<file path="src/rtl/dcache_fill_fmt.sv">
module dcache_fill_fmt #(
  parameter int ADDR_W     = 40,
  parameter int LINE_BYTES = 16,
  parameter int WAY_W      = 2,
  parameter int SET_W      = 7
) (
  input  logic                          clk,
  input  logic                          rst_n,
  input  logic                          fill_vld,
  input  logic [ADDR_W-1:0]             fill_addr,
  input  logic [8*LINE_BYTES-1:0]       fill_data,
  input  logic [WAY_W-1:0]              fill_way,
  output logic                          wr_en,
  output logic [SET_W-1:0]              wr_index,
  output logic [WAY_W-1:0]              wr_way,
  output logic [8*LINE_BYTES-1:0]       wr_data,
  output logic [LINE_BYTES-1:0]         wr_par,
  output logic [ADDR_W-SET_W-$clog2(LINE_BYTES):0] tag_word,
  output logic                          vset_en,
  output logic                          align_err
);
  localparam int OFF_W  = $clog2(LINE_BYTES);
  localparam int TAG_LO = OFF_W + SET_W;
  localparam int TAG_W  = ADDR_W - TAG_LO;
  localparam int DATA_W = 8 * LINE_BYTES;

  logic                 aligned;
  logic                 take;
  logic [LINE_BYTES-1:0] byte_par;
  logic [TAG_W-1:0]     tag_bits;

  assign aligned  = (fill_addr[OFF_W-1:0] == '0);
  assign take     = fill_vld && aligned;
  assign tag_bits = fill_addr[ADDR_W-1:TAG_LO];

  for (genvar i = 0; i < LINE_BYTES; i++) begin : g_bpar
    assign byte_par[LINE_BYTES-1-i] = ^fill_data[8*i +: 8];
  end

  always_ff @(posedge clk) begin
    if (!rst_n) begin
      wr_en     <= 1'b0;
      vset_en   <= 1'b0;
      align_err <= 1'b0;
    end else begin
      wr_en     <= take;
      vset_en   <= take;
      align_err <= fill_vld && !aligned;
    end
  end

  always_ff @(posedge clk) begin
    if (!rst_n) begin
      wr_index <= '0;
      wr_way   <= '0;
      wr_data  <= '0;
      wr_par   <= '0;
      tag_word <= '0;
    end else if (take) begin
      wr_index <= fill_addr[TAG_LO-1:OFF_W];
      wr_way   <= fill_way;
      wr_data  <= fill_data;
      wr_par   <= byte_par;
      tag_word <= {^tag_bits, tag_bits};
    end
  end

  AST_ERR_BLOCKS_WRITE: assert property (@(posedge clk) disable iff (!rst_n)
    align_err |-> (!wr_en && !vset_en));
  AST_ERR_FIELDS_HELD: assert property (@(posedge clk) disable iff (!rst_n)
    align_err |-> $stable(wr_data) && $stable(tag_word));
  AST_WRITE_NEEDS_FILL: assert property (@(posedge clk) disable iff (!rst_n)
    wr_en |-> $past(fill_vld));
  AST_INDEX_FROM_ADDR: assert property (@(posedge clk) disable iff (!rst_n)
    wr_en |-> wr_index == $past(fill_addr[TAG_LO-1:OFF_W]));
  AST_DATA_PASS: assert property (@(posedge clk) disable iff (!rst_n)
    wr_en |-> wr_data == $past(fill_data));
  AST_LINE_PARITY_EVEN: assert property (@(posedge clk) disable iff (!rst_n)
    wr_en |-> (^{wr_data, wr_par}) == 1'b0);
  AST_TAG_PARITY_EVEN: assert property (@(posedge clk) disable iff (!rst_n)
    wr_en |-> (^tag_word) == 1'b0);
  AST_VSET_WITH_WRITE: assert property (@(posedge clk) disable iff (!rst_n)
    vset_en == wr_en);
  AST_IDLE_HOLD: assert property (@(posedge clk) disable iff (!rst_n)
    !wr_en |-> $stable(wr_index) && $stable(wr_par));

  logic unused_w;
  assign unused_w = ^DATA_W;
endmodule

</file>
<file path="config.mk">
export PLATFORM = sky130hd
export DESIGN_NAME = dcache_fill_fmt
export DESIGN_NICKNAME = d
export VERILOG_FILES = /design/src/rtl/dcache_fill_fmt.sv
export SDC_FILE = /design/constraint.sdc
export NUM_CORES = 1
export LEC_CHECK = 0
export BUFFER_PORTS_ARGS = -buffer_cell sky130_fd_sc_hd__clkbuf_2
export CORE_AREA = 2 2 140 142
export CTS_BUF_LIST = sky130_fd_sc_hd__clkbuf_4
export DETAILED_ROUTE_END_ITERATION = 8
export DIE_AREA = 0 0 142 144
export GPL_TIMING_DRIVEN = 0
export MAX_ROUTING_LAYER = met4
export PLACE_DENSITY = 0.79
export SYNTH_ARGS = -nofsm -noshare
export SYNTH_HDL_FRONTEND = slang
export SYNTH_SLANG_ARGS = --single-unit
</file>
<file path="constraint.sdc">
create_clock -name clk -period 2.4 [get_ports clk]
set_input_delay 0.12 -clock clk [delete_from_list [all_inputs] [get_ports clk]]
set_output_delay 0.12 -clock clk [all_outputs]
set_load 0.005 [all_outputs]
</file>
# Word-level counts from Yosys, hierarchy flattened
# Index checks and enable logic that the tools add are counted.
[classes] reduce_logical=21
[op_table] cell="XOR reduction 8 bit" n=16
[op_table] cell="XOR reduction 29 bit" n=1
[op_table] cell="logical NOT 4 bit" n=1
[op_table] cell="logical AND 1 bit" n=2
[op_table] cell="logical NOT 1 bit" n=1
[totals] ff_bits=185 in_bits=173 output_inout_bits=186 word_cells=28

# Longest topological paths before layout
# Gate-level depths: netlist of the first run.
[depth] depth_word=3 ltp_mapped=7

# Worst setup path after synthesis of the first run
# Ideal clock, no wire load.
[synth_timing] kind="input -> register" from="input port fill_addr[22]" to="register tag_word[29]" setup_ps=117 arrival_ps=1318 t_required_ps=2283 path_slack_ps=965 cell_stages=5 path_cell_list="xnor2_1 -> xnor3_1 -> xnor3_1 -> xnor3_1 -> o2bb2ai_1"
[synth_between] elab_chain_cells=1
[synth_rtl] element="start: declaration" line_no="10" text="input logic [ADDR_W-1:0] fill_addr,"
[synth_rtl] element="XOR reduction 29 bit" line_no="64" text="tag_word <= {^tag_bits, tag_bits};"
[synth_rtl] element="end signal: assignment" line_no="64"
[synth_rtl] element="end: declaration" line_no="18" text="output logic [ADDR_W-SET_W-$clog2(LINE_BYTES):0] tag_word,"
# Every way passes these cells.
# A chain may end at the register's enable or synchronous reset.

# Worst setup path in the final report of the first run
[layout_timing] from="input port fill_vld" to="register tag_word[8]"
[layout_between] elab_chain_cells=1
[layout_rtl] element="start: declaration" line_no="9" text="input logic fill_vld,"
[layout_rtl] element="logical AND 1 bit" line_no="33" text="assign take = fill_vld && aligned;"
# Every way passes these cells.

==> results of run 1 <==
[metal layers]
metal / wire length, um / vias to the layer above / GRT usage / share of wire
met5: 0 / - / - / 0
met2: 14340 / 366 / 0.4849 / 0.51
met1: 10410 / 3979 / 0.2838 / 0.37
met3: 2012 / 106 / 0.07550 / 0.072
met4: 1357 / 0 / 0.1426 / 0.048
li1: - / 4113 / - / -
[cell type report]
class                           instances  area share
Antenna cell                            2   0.0004037
Buffer                                 61     0.02119
Clock buffer                           18     0.01090
Clock inverter                         14     0.01514
Multi-Input combinational cell        675      0.3240
Sequential cell                       185      0.2987
Tap cell                              238     0.02402
Timing Repair Buffer                  557      0.3056
[path summary, 6_finish.rpt]
check                                 start  depth (start not counted)  slack (ns)                   endpoint
hold reg to reg     wr_data[4]$_SDFFE_PN0P_                          2        0.46    wr_data[4]$_SDFFE_PN0P_
hold / removal                fill_data[94]                          4        0.32   wr_data[94]$_SDFFE_PN0P_
setup reg to reg  wr_data[124]$_SDFFE_PN0P_                          3        1.13  wr_data[124]$_SDFFE_PN0P_
setup / recovery                   fill_vld                          8        0.13   tag_word[8]$_SDFFE_PN0P_
[registers in the layout, indices dropped and copies added, names as in the netlist]
signal / count
wr_way: 2
vset_en: 1
tag_word: 30
wr_data: 128
wr_par: 16
align_err: 1
wr_index: 7
[cells in the final DEF, fill, tap and decap left out, types with 3 or more instances in the layout]
master,Yosys,layout
xor2_1,3,3
clkbuf_4,0,18
clkbuf_2,0,357
nand2_1,351,351
xnor2_1,129,129
xnor3_1,3,3
bufinv_16,0,3
inv_8,0,3
buf_2,21,21
a21boi_1,166,166
clkbuf_1,38,38
inv_6,0,3
o211a_1,16,16
dlygate4sd3_1,0,200
dfxtp_1,185,185
clkinvlp_4,0,5
[cell usage after synthesis (all sizes together)]
library cell | n | area share
a21boi | 166 | 0.16
and2 | 1 | 0.00078
and3 | 1 | 0.00078
buf | 23 | 0.015
clkbuf | 38 | 0.018
dfxtp | 185 | 0.46
nand2 | 351 | 0.17
nor2 | 1 | 0.00047
nor4 | 1 | 0.0016
o211a | 16 | 0.020
o2bb2ai | 1 | 0.0011
xnor2 | 131 | 0.15
xnor3 | 3 | 0.0085
xor2 | 3 | 0.0033
[timing repair]
item	CTS	global route
buffers inserted	0	0
hold endpoints to repair	169	0
hold buffers	200	0
[power by group through the flow]
stage / Combinational (uW) / Sequential, uW / Clock (uW)
finish: 1230 / 3140 / 1950
global route: 1330 / 3150 / 2110
CTS: 1220 / 3140 / 1970
detailed placement: 989 / 3200 / 0
global placement: 984 / 3200 / 0
floorplan: 584 / 3210 / 0
[metrics by stage]
step	total power [uW]	utilization	hold slack, ns	cell area [um^2]	setup WS, ns
after floorplan	3791	-	0.2338	7984	0.9653
after global placement	4187	0.5277	0.3472	10070	0.2253
final	6319	0.6498	0.3211	12400	0.1318
after CTS	6327	0.6496	0.2809	12390	0.1707
after global routing	6591	0.6497	0.2701	12400	0.02125
after detailed placement	4194	0.5277	0.3485	10070	0.2098
[worst min-delay path, stage by stage]
cell,delay [ns]
dlygate4sd3_1,0.53
clkbuf_2,0.12
nand2_1,0.06
a21boi_1,0.05
[cell families (layout without fill, tap and decap cells)]
family,count (synthesis),in the layout,synth area share
xor gates and xnor gates,137,137,0.1573
AOI/OAI and AO/OA,183,183,0.1772
and+or+nand+nor,355,355,0.1686
buffers and inverters,61,650,0.03291
other,0,2,0
DFF,185,185,0.4639
==> impl_metrics.json, run 1 <==
{
  "register_area_um2": 3704,
  "clock_power_share": 0.308,
  "insertion_delay_ns": 0.56,
  "post_cts_resized": 0,
  "comb_power_share": 0.195,
  "core_um2": 19080,
  "netSwitchingPower_uw": 1740,
  "syn_inst": 921,
  "antenna_found_initial": 1,
  "critPathKind": "primary input to register",
  "syn_avg_cell_area_um2": 8.669,
  "wl_per_cell_um": 16.07,
  "leakage_uw": 0.005500,
  "multiInputGateArea_um2": 4018,
  "worst-path-max-fanout": 10,
  "firstDrtPassIters": 5,
  "start_kind": "primary input",
  "cp_slowest_cell": "dlygate4sd3_1",
  "setup_tns_ns": 0,
  "finalHoldViolCount": 0,
  "drive_above_1_share": 0.2748,
  "dp_hpwl_um": 18310,
  "grt_overflow": 0,
  "drt_iter0_markers": 325,
  "wirelength_um": 28120,
  "grt_pass1_vias": 8875,
  "gp_congestion": 0.8457,
  "track_usage": 0.2760,
  "ys_ff_latch": 185,
  "start_util": 0.4185,
  "fill_cells": 1454,
  "pwr-share-seq": 0.497,
  "netSwitchingFraction": 0.2753,
  "grt_setup_unrepaired": "false",
  "finalSetupViolations": 0,
  "io_buffers": 357,
  "syn-cell-area_um2": 7984,
  "cts_made_buffers": 17,
  "cts-root-buf": "clkbuf_4",
  "cts_buffer_depth": 2,
  "worstSetupEndpointType": "register",
  "slew_violations": 0,
  "fin_skew_ns": 0,
  "worstPathRequired_ns": 2.91,
  "vdd_drop_max_mv": 0.3951,
  "detail-route-antenna-nets": 0,
  "post_drt_via_cell_ratio": 4.894,
  "grt_pass1_wl_um": 43100,
  "power.internal_uw": 4579,
  "yosysUniqueCellTypes": 16,
  "die_w_um": 142,
  "grt_max_degree": 18,
  "period_needed_ns": 2.268,
  "critPathArrivalTime_ns": 2.78,
  "tightestPinTransition_ns": 0.7221,
  "path_buf_inv": 5,
  "area_growth_syn_to_layout_pct": 55.29,
  "ys_seq_area_frac": 0.4639,
  "drc": 0,
  "crit_chain": "dlygate4sd3_1, clkbuf_2, nand2_1, clkbuf_1, clkbuf_1, nand2_1, a21boi_1, dlygate4sd3_1",
  "cpPeakStageDelay_ns": 0.57,
  "maxCapViolations": 0,
  "status": "complete, no violations",
  "fmax_mhz": 440.9,
  "io_pins": 359,
  "die_y_um": 144,
  "cts_tree": "done",
  "cts-htree-levels": 4,
  "crit_family": "buffers and inverters",
  "synth_fp_nets": 1094,
  "relSlewSlack": 0.5186,
  "powerDensity_nw_per_um2": 509.7,
  "finalCritPeriodShare": 0.9451,
  "vias": 8564,
  "finalNonFillerCells": 1750,
  "yosysWarningCount": 0,
  "dp.cells": 1516,
  "clk_pin_slew_ns": 0.17,
  "cts_sinks": 185,
  "hold_class": "primary input to register",
  "nNetsFinal": 1670,
  "design.die.area_um2": 20450,
  "num_rows": 51
}
No activity file was read; power rests on OpenSTA's default activity.
==> inputs of run 2 (changes only) <==
Settings changed: CORE_AREA 2 2 140 142 to 2 2 141 143, DIE_AREA 0 0 142 144 to 0 0 143 145, PLACE_DENSITY 0.79 to 0.78, SLEW_MARGIN set to 15.
==> impl_metrics.json, run 2 (synthesis results as in run 1) <==
{
  "wirelength_um": 28810,
  "post_cts_resized": 0,
  "cts_made_buffers": 17,
  "critPathKind": "primary input to register",
  "antenna_found_initial": 2,
  "drt_iter0_markers": 345,
  "cpPeakStageDelay_ns": 0.57,
  "r2r_cells": 3,
  "cts-root-buf": "clkbuf_4",
  "cts_sinks": 185,
  "critPathArrivalTime_ns": 2.81,
  "firstDrtPassIters": 6,
  "core_um2": 19210,
  "clk_pin_slew_ns": 0.16,
  "grt_pass1_wl_um": 44530,
  "setup_slack_ns": 0.1018,
  "finalHoldViolCount": 0,
  "finalCritPeriodShare": 0.9576,
  "cts-htree-levels": 4,
  "status": "complete, no violations",
  "worstSetupEndpointType": "register",
  "vias": 8641,
  "powerDensity_nw_per_um2": 500.3,
  "start_kind": "primary input",
  "drive_above_1_share": 0.2731,
  "maxCapViolations": 0,
  "holdPathStages": 4,
  "final_common_cell": "clkbuf_2",
  "vdd_drop_max_mv": 0.4057,
  "hold_class": "primary input to register",
  "post_drt_via_cell_ratio": 4.857,
  "holdPathEnd": "wr_data[26]$_SDFFE_PN0P_",
  "cts_tree": "done",
  "track_usage": 0.2790,
  "setup_tns_ns": 0,
  "finalSetupViolations": 0,
  "utilization": 0.6480,
  "fin_skew_ns": 0,
  "insertion_delay_ns": 0.55,
  "crit_chain": "dlygate4sd3_1, clkbuf_2, nand2_1, clkbuf_1, clkbuf_1, nand2_1, a21boi_1, dlygate4sd3_1",
  "io_pins": 359,
  "worstPathRequired_ns": 2.91,
  "grt_max_degree": 17,
  "relSlewSlack": 0.5159,
  "regMostFlops": "wr_data",
  "grt_setup_unrepaired": "false",
  "grt_pass1_vias": 9100,
  "detail-route-antenna-nets": 0,
  "final_cell_mix": "clkbuf_2 (357), nand2_1 (351), dlygate4sd3_1 (204), dfxtp_1 (185), a21boi_1 (166)",
  "r2r_slack_ns": 1.08,
  "largest_reg_flops": 128,
  "worst-path-max-fanout": 10,
  "io_buffers": 357,
  "design.die.area_um2": 20740,
  "cp_slowest_cell": "clkbuf_1",
  "drc": 0,
  "nNetsFinal": 1674,
  "period_needed_ns": 2.298,
  "wl_per_cell_um": 16.20,
  "min_from": "fill_data[26]",
  "reg_top3": "wr_data x128, tag_word x30, wr_par x16",
  "num_rows": 51,
  "dp_hpwl_um": 18560,
  "area_growth_syn_to_layout_pct": 55.90,
  "fmax_mhz": 435.1,
  "die_w_um": 143,
  "die_y_um": 145,
  "leakage_uw": 0.005518,
  "cts_buffer_depth": 2,
  "slew_violations": 0,
  "rr_startpoint": "wr_way[0]$_SDFFE_PN0P_",
  "tightestPinTransition_ns": 0.7262,
  "dpl_worst_slack_ns": 0.2814,
  "r2r-end": "wr_way[0]$_SDFFE_PN0P_",
  "start_util": 0.4157,
  "grt_overflow": 0,
  "gp_congestion": 0.8911
}
[run 2: changes by cell type in the layout (fill, tap and decap cells not counted)]
cell | previous run | this run
clkinv_2 | 0 | 1
clkinv_4 | 0 | 3
clkbuf_4 | 18 | 17
clkinvlp_4 | 5 | 3
dlygate4sd3_1 | 200 | 204
inv_8 | 3 | 0
[run 2: area by class of cell]
cell class	instances	area [um^2]
sequential	185	3704
buffer	61	262.8
clock buffer	17	127.6
multi-input combinational	675	4018
clock inverter	13	170.2
tap	265	331.6
antenna	2	5.005
fill	1464	6760
timing repair buffer	561	3829
[run 2: power by group]
| group | switching (uW) | internal [uW] |
|---|---|---|
| sequential | 24.0 | 3120 |
| combinational | 525 | 701 |
| clock | 1140 | 724 |
| total | 1690 | 4540 |
[run 2: worst max-delay path: cells and delay by family]
kind	cells	cell delay, ns
AO/OA/AOI/OAI	1	0.17
buffers and inverters	5	2.26
AND/OR/NAND/NOR	2	0.25
[run 2: metrics by stage]
step / power [uW] / cells / instance area (um^2) / hold WS, ns
3_5_place_dp: 4183 / 1543 / 10100 / 0.3469
4_1_cts: 6261 / 1777 / 12440 / 0.2548
3_3_place_gp: 4172 / 1543 / 10100 / 0.3472
5_1_grt: 6471 / 1779 / 12450 / 0.2840
6_report: 6227 / 1779 / 12450 / 0.3265
2_1_floorplan: 3791 / 921 / 7984 / 0.2338
[run 2: metal layers]
layer | track usage | share of wire | wire [um]
met5 | - | 0 | 0
met4 | 0.1708 | 0.058 | 1680
met3 | 0.05941 | 0.066 | 1893
met2 | 0.4763 | 0.49 | 14250
met1 | 0.2912 | 0.38 | 10990
[run 2: how the worst max path moves through the flow]
| stage | startpoint | to | slack [ns] | depth (start not counted) |
|---|---|---|---|---|
| final | fill_vld | tag_word[6]$_SDFFE_PN0P_ | 0.10 | 8 |
| after global routing | fill_vld | tag_word[3]$_SDFFE_PN0P_ | 0.02 | 8 |
| after CTS | fill_vld | tag_word[3]$_SDFFE_PN0P_ | 0.15 | 8 |
| after detailed placement | fill_addr[1] | wr_par[14]$_SDFFE_PN0P_ | 0.28 | 8 |
| after global placement | fill_addr[1] | wr_par[14]$_SDFFE_PN0P_ | 0.34 | 8 |
| after floorplan | fill_addr[22] | tag_word[29]$_SDFFE_PN0P_ | 0.97 | 5 |
[run 2: what timing repair did]
item	4_1_cts	5_1_grt
setup buffers	0	0
hold buffers	204	0
endpoints found under the hold margin	169	0
==> inputs of run 3 (changes only) <==
Settings changed: GPL_TIMING_DRIVEN 0 to unset.
==> impl_metrics.json, run 3 (synthesis results as in run 1) <==
{
  "insertion_delay_ns": 0.55,
  "worst-path-max-fanout": 42,
  "finalNonFillerCells": 1731,
  "io_buffers": 358,
  "clk_pin_slew_ns": 0.17,
  "post_drt_via_cell_ratio": 4.851,
  "busiest_layer": "met2",
  "period_needed_ns": 2.278,
  "hold_class": "primary input to register",
  "cts_made_buffers": 17,
  "leakage_uw": 0.005443,
  "setup_tns_ns": 0,
  "cts_sinks": 185,
  "grt_pass1_wl_um": 41480,
  "largest_reg_flops": 128,
  "finalCritPeriodShare": 0.9491,
  "maxCapViolations": 0,
  "postCtsSetupRepairBufs": 0,
  "grt_use_met1": 0.2627,
  "p_total_uw": 6126,
  "cp_slowest_cell": "dlygate4sd3_1",
  "detail-route-antenna-nets": 0,
  "critPathKind": "primary input to register",
  "firstDrtPassIters": 5,
  "fmax_mhz": 439.0,
  "finalSetupViolations": 0,
  "vdd_drop_max_mv": 0.3893,
  "wl_per_cell_um": 15.39,
  "wirelength_um": 26640,
  "met2_usage": 0.4550,
  "io_pins": 359,
  "grt_max_degree": 113,
  "crit_chain": "dlygate4sd3_1, clkbuf_2, nor4_2, nand2_4, buf_4, nand2_1, a21boi_1, dlygate4sd3_1",
  "design.die.area_um2": 20740,
  "slew_violations": 0,
  "multiInputGateArea_um2": 4028,
  "grt_overflow": 0,
  "finalHoldViolCount": 0,
  "nNetsFinal": 1625,
  "critPathArrivalTime_ns": 2.74,
  "drive_above_1_share": 0.2778,
  "cts_buffer_depth": 2,
  "powerDensity_nw_per_um2": 496.2,
  "relSlewSlack": 0.6261,
  "min_from": "fill_addr[2]",
  "regMostFlops": "wr_data",
  "cts-root-buf": "clkbuf_4",
  "crit_top_cell": "dlygate4sd3_1",
  "die_w_um": 143,
  "grt_pass1_vias": 8653,
  "cts-htree-levels": 4,
  "dp_hpwl_um": 15860,
  "final_cell_mix": "clkbuf_2 (357), nand2_1 (350), dlygate4sd3_1 (203), dfxtp_1 (185), a21boi_1 (166)",
  "num_rows": 51,
  "crit_family": "buffers and inverters",
  "register_area_um2": 3704,
  "area_growth_syn_to_layout_pct": 54.61,
  "start_kind": "primary input",
  "power.internal_uw": 4392,
  "status": "complete, no violations",
  "tightestPinTransition_ns": 0.5603,
  "track_usage": 0.2567,
  "grt_setup_unrepaired": "false",
  "reg_top3": "wr_data x128, tag_word x30, wr_par x16",
  "netSwitchingFraction": 0.2830,
  "worstPathRequired_ns": 2.86,
  "netSwitchingPower_uw": 1734,
  "start_util": 0.4157,
  "worstSetupEndpointType": "register",
  "cts_tree": "done",
  "antenna_found_initial": 1,
  "drc": 0,
  "final_common_cell": "clkbuf_2",
  "clock_power_share": 0.289,
  "startpoint": "fill_addr[3]",
  "dp.cells": 1495,
  "vias": 8397,
  "pwr-share-seq": 0.513,
  "rr_startpoint": "wr_data[123]$_SDFFE_PN0P_",
  "core_um2": 19210,
  "drt_iter0_markers": 293,
  "comb_power_share": 0.198,
  "path_buf_inv": 4,
  "fin_skew_ns": 0,
  "grt_util_met3": 0.06271,
  "fill_cells": 1438,
  "gp_congestion": 0.8316,
  "die_y_um": 145,
  "cpPeakStageDelay_ns": 0.55
}
==> run 3: final timing paths <==
kind / end / slack (ns) / cells after the start
worst max-delay path: wr_index[2]$_SDFFE_PN0P_ / 0.12 / 8
worst min-delay path: wr_data[93]$_SDFFE_PN0P_ / 0.28 / 6
worst max register to register: wr_data[123]$_SDFFE_PN0P_ / 1.15 / 3
worst min register to register: wr_data[5]$_SDFFE_PN0P_ / 0.46 / 2
==> run 3: worst reg2reg max path, cell delays in order, from the launching register on <==
cell	delay (ns)
dfxtp_1	0.36
nand2_1	0.06
a21boi_1	0.21
dlygate4sd3_1	0.58
==> run 3: final cells by class <==
type,count,area share
repair buffers,573,0.3233
multi-input cells,675,0.3263
clock buffers,18,0.01095
diodes,1,0.0002027
clock inverters,14,0.01237
well taps,265,0.02686
flip-flops and latches,185,0.3000
==> run 3: timing repair <==
| action | in CTS | in global routing |
|---|---|---|
| resized for setup | 0 | 0 |
| hold endpoints to repair | 174 | 0 |
| hold buffers | 203 | 0 |
==> run 3: per-layer routing <==
layer | up-vias | wire length, um
met3 | 82 | 1869
met5 | - | 0
met1 | 3951 | 10010
met2 | 352 | 13680
li1 | 4012 | -
met4 | 0 | 1081
==> run 3: through the flow <==
stage / setup slack, ns / area (um^2) / utilization / hold WS (ns)
floorplan: 0.9653 / 7984 / - / 0.2338
global placement: 0.6810 / 10020 / 0.5218 / 0.3448
finish: 0.1223 / 12340 / 0.6427 / 0.2846
detailed placement: 0.6206 / 10020 / 0.5218 / 0.3474
global route: 0.07328 / 12340 / 0.6427 / 0.2631
CTS: 0.2416 / 12340 / 0.6426 / 0.2332
==> run 3: power by group through the flow <==
stage | Clock (uW) | Sequential, uW | Combinational [uW]
detailed placement | 0 | 3200 | 954
CTS | 1840 | 3140 | 1190
floorplan | 0 | 3210 | 584
global route | 1960 | 3150 | 1300
finish | 1770 | 3140 | 1210
global placement | 0 | 3200 | 947
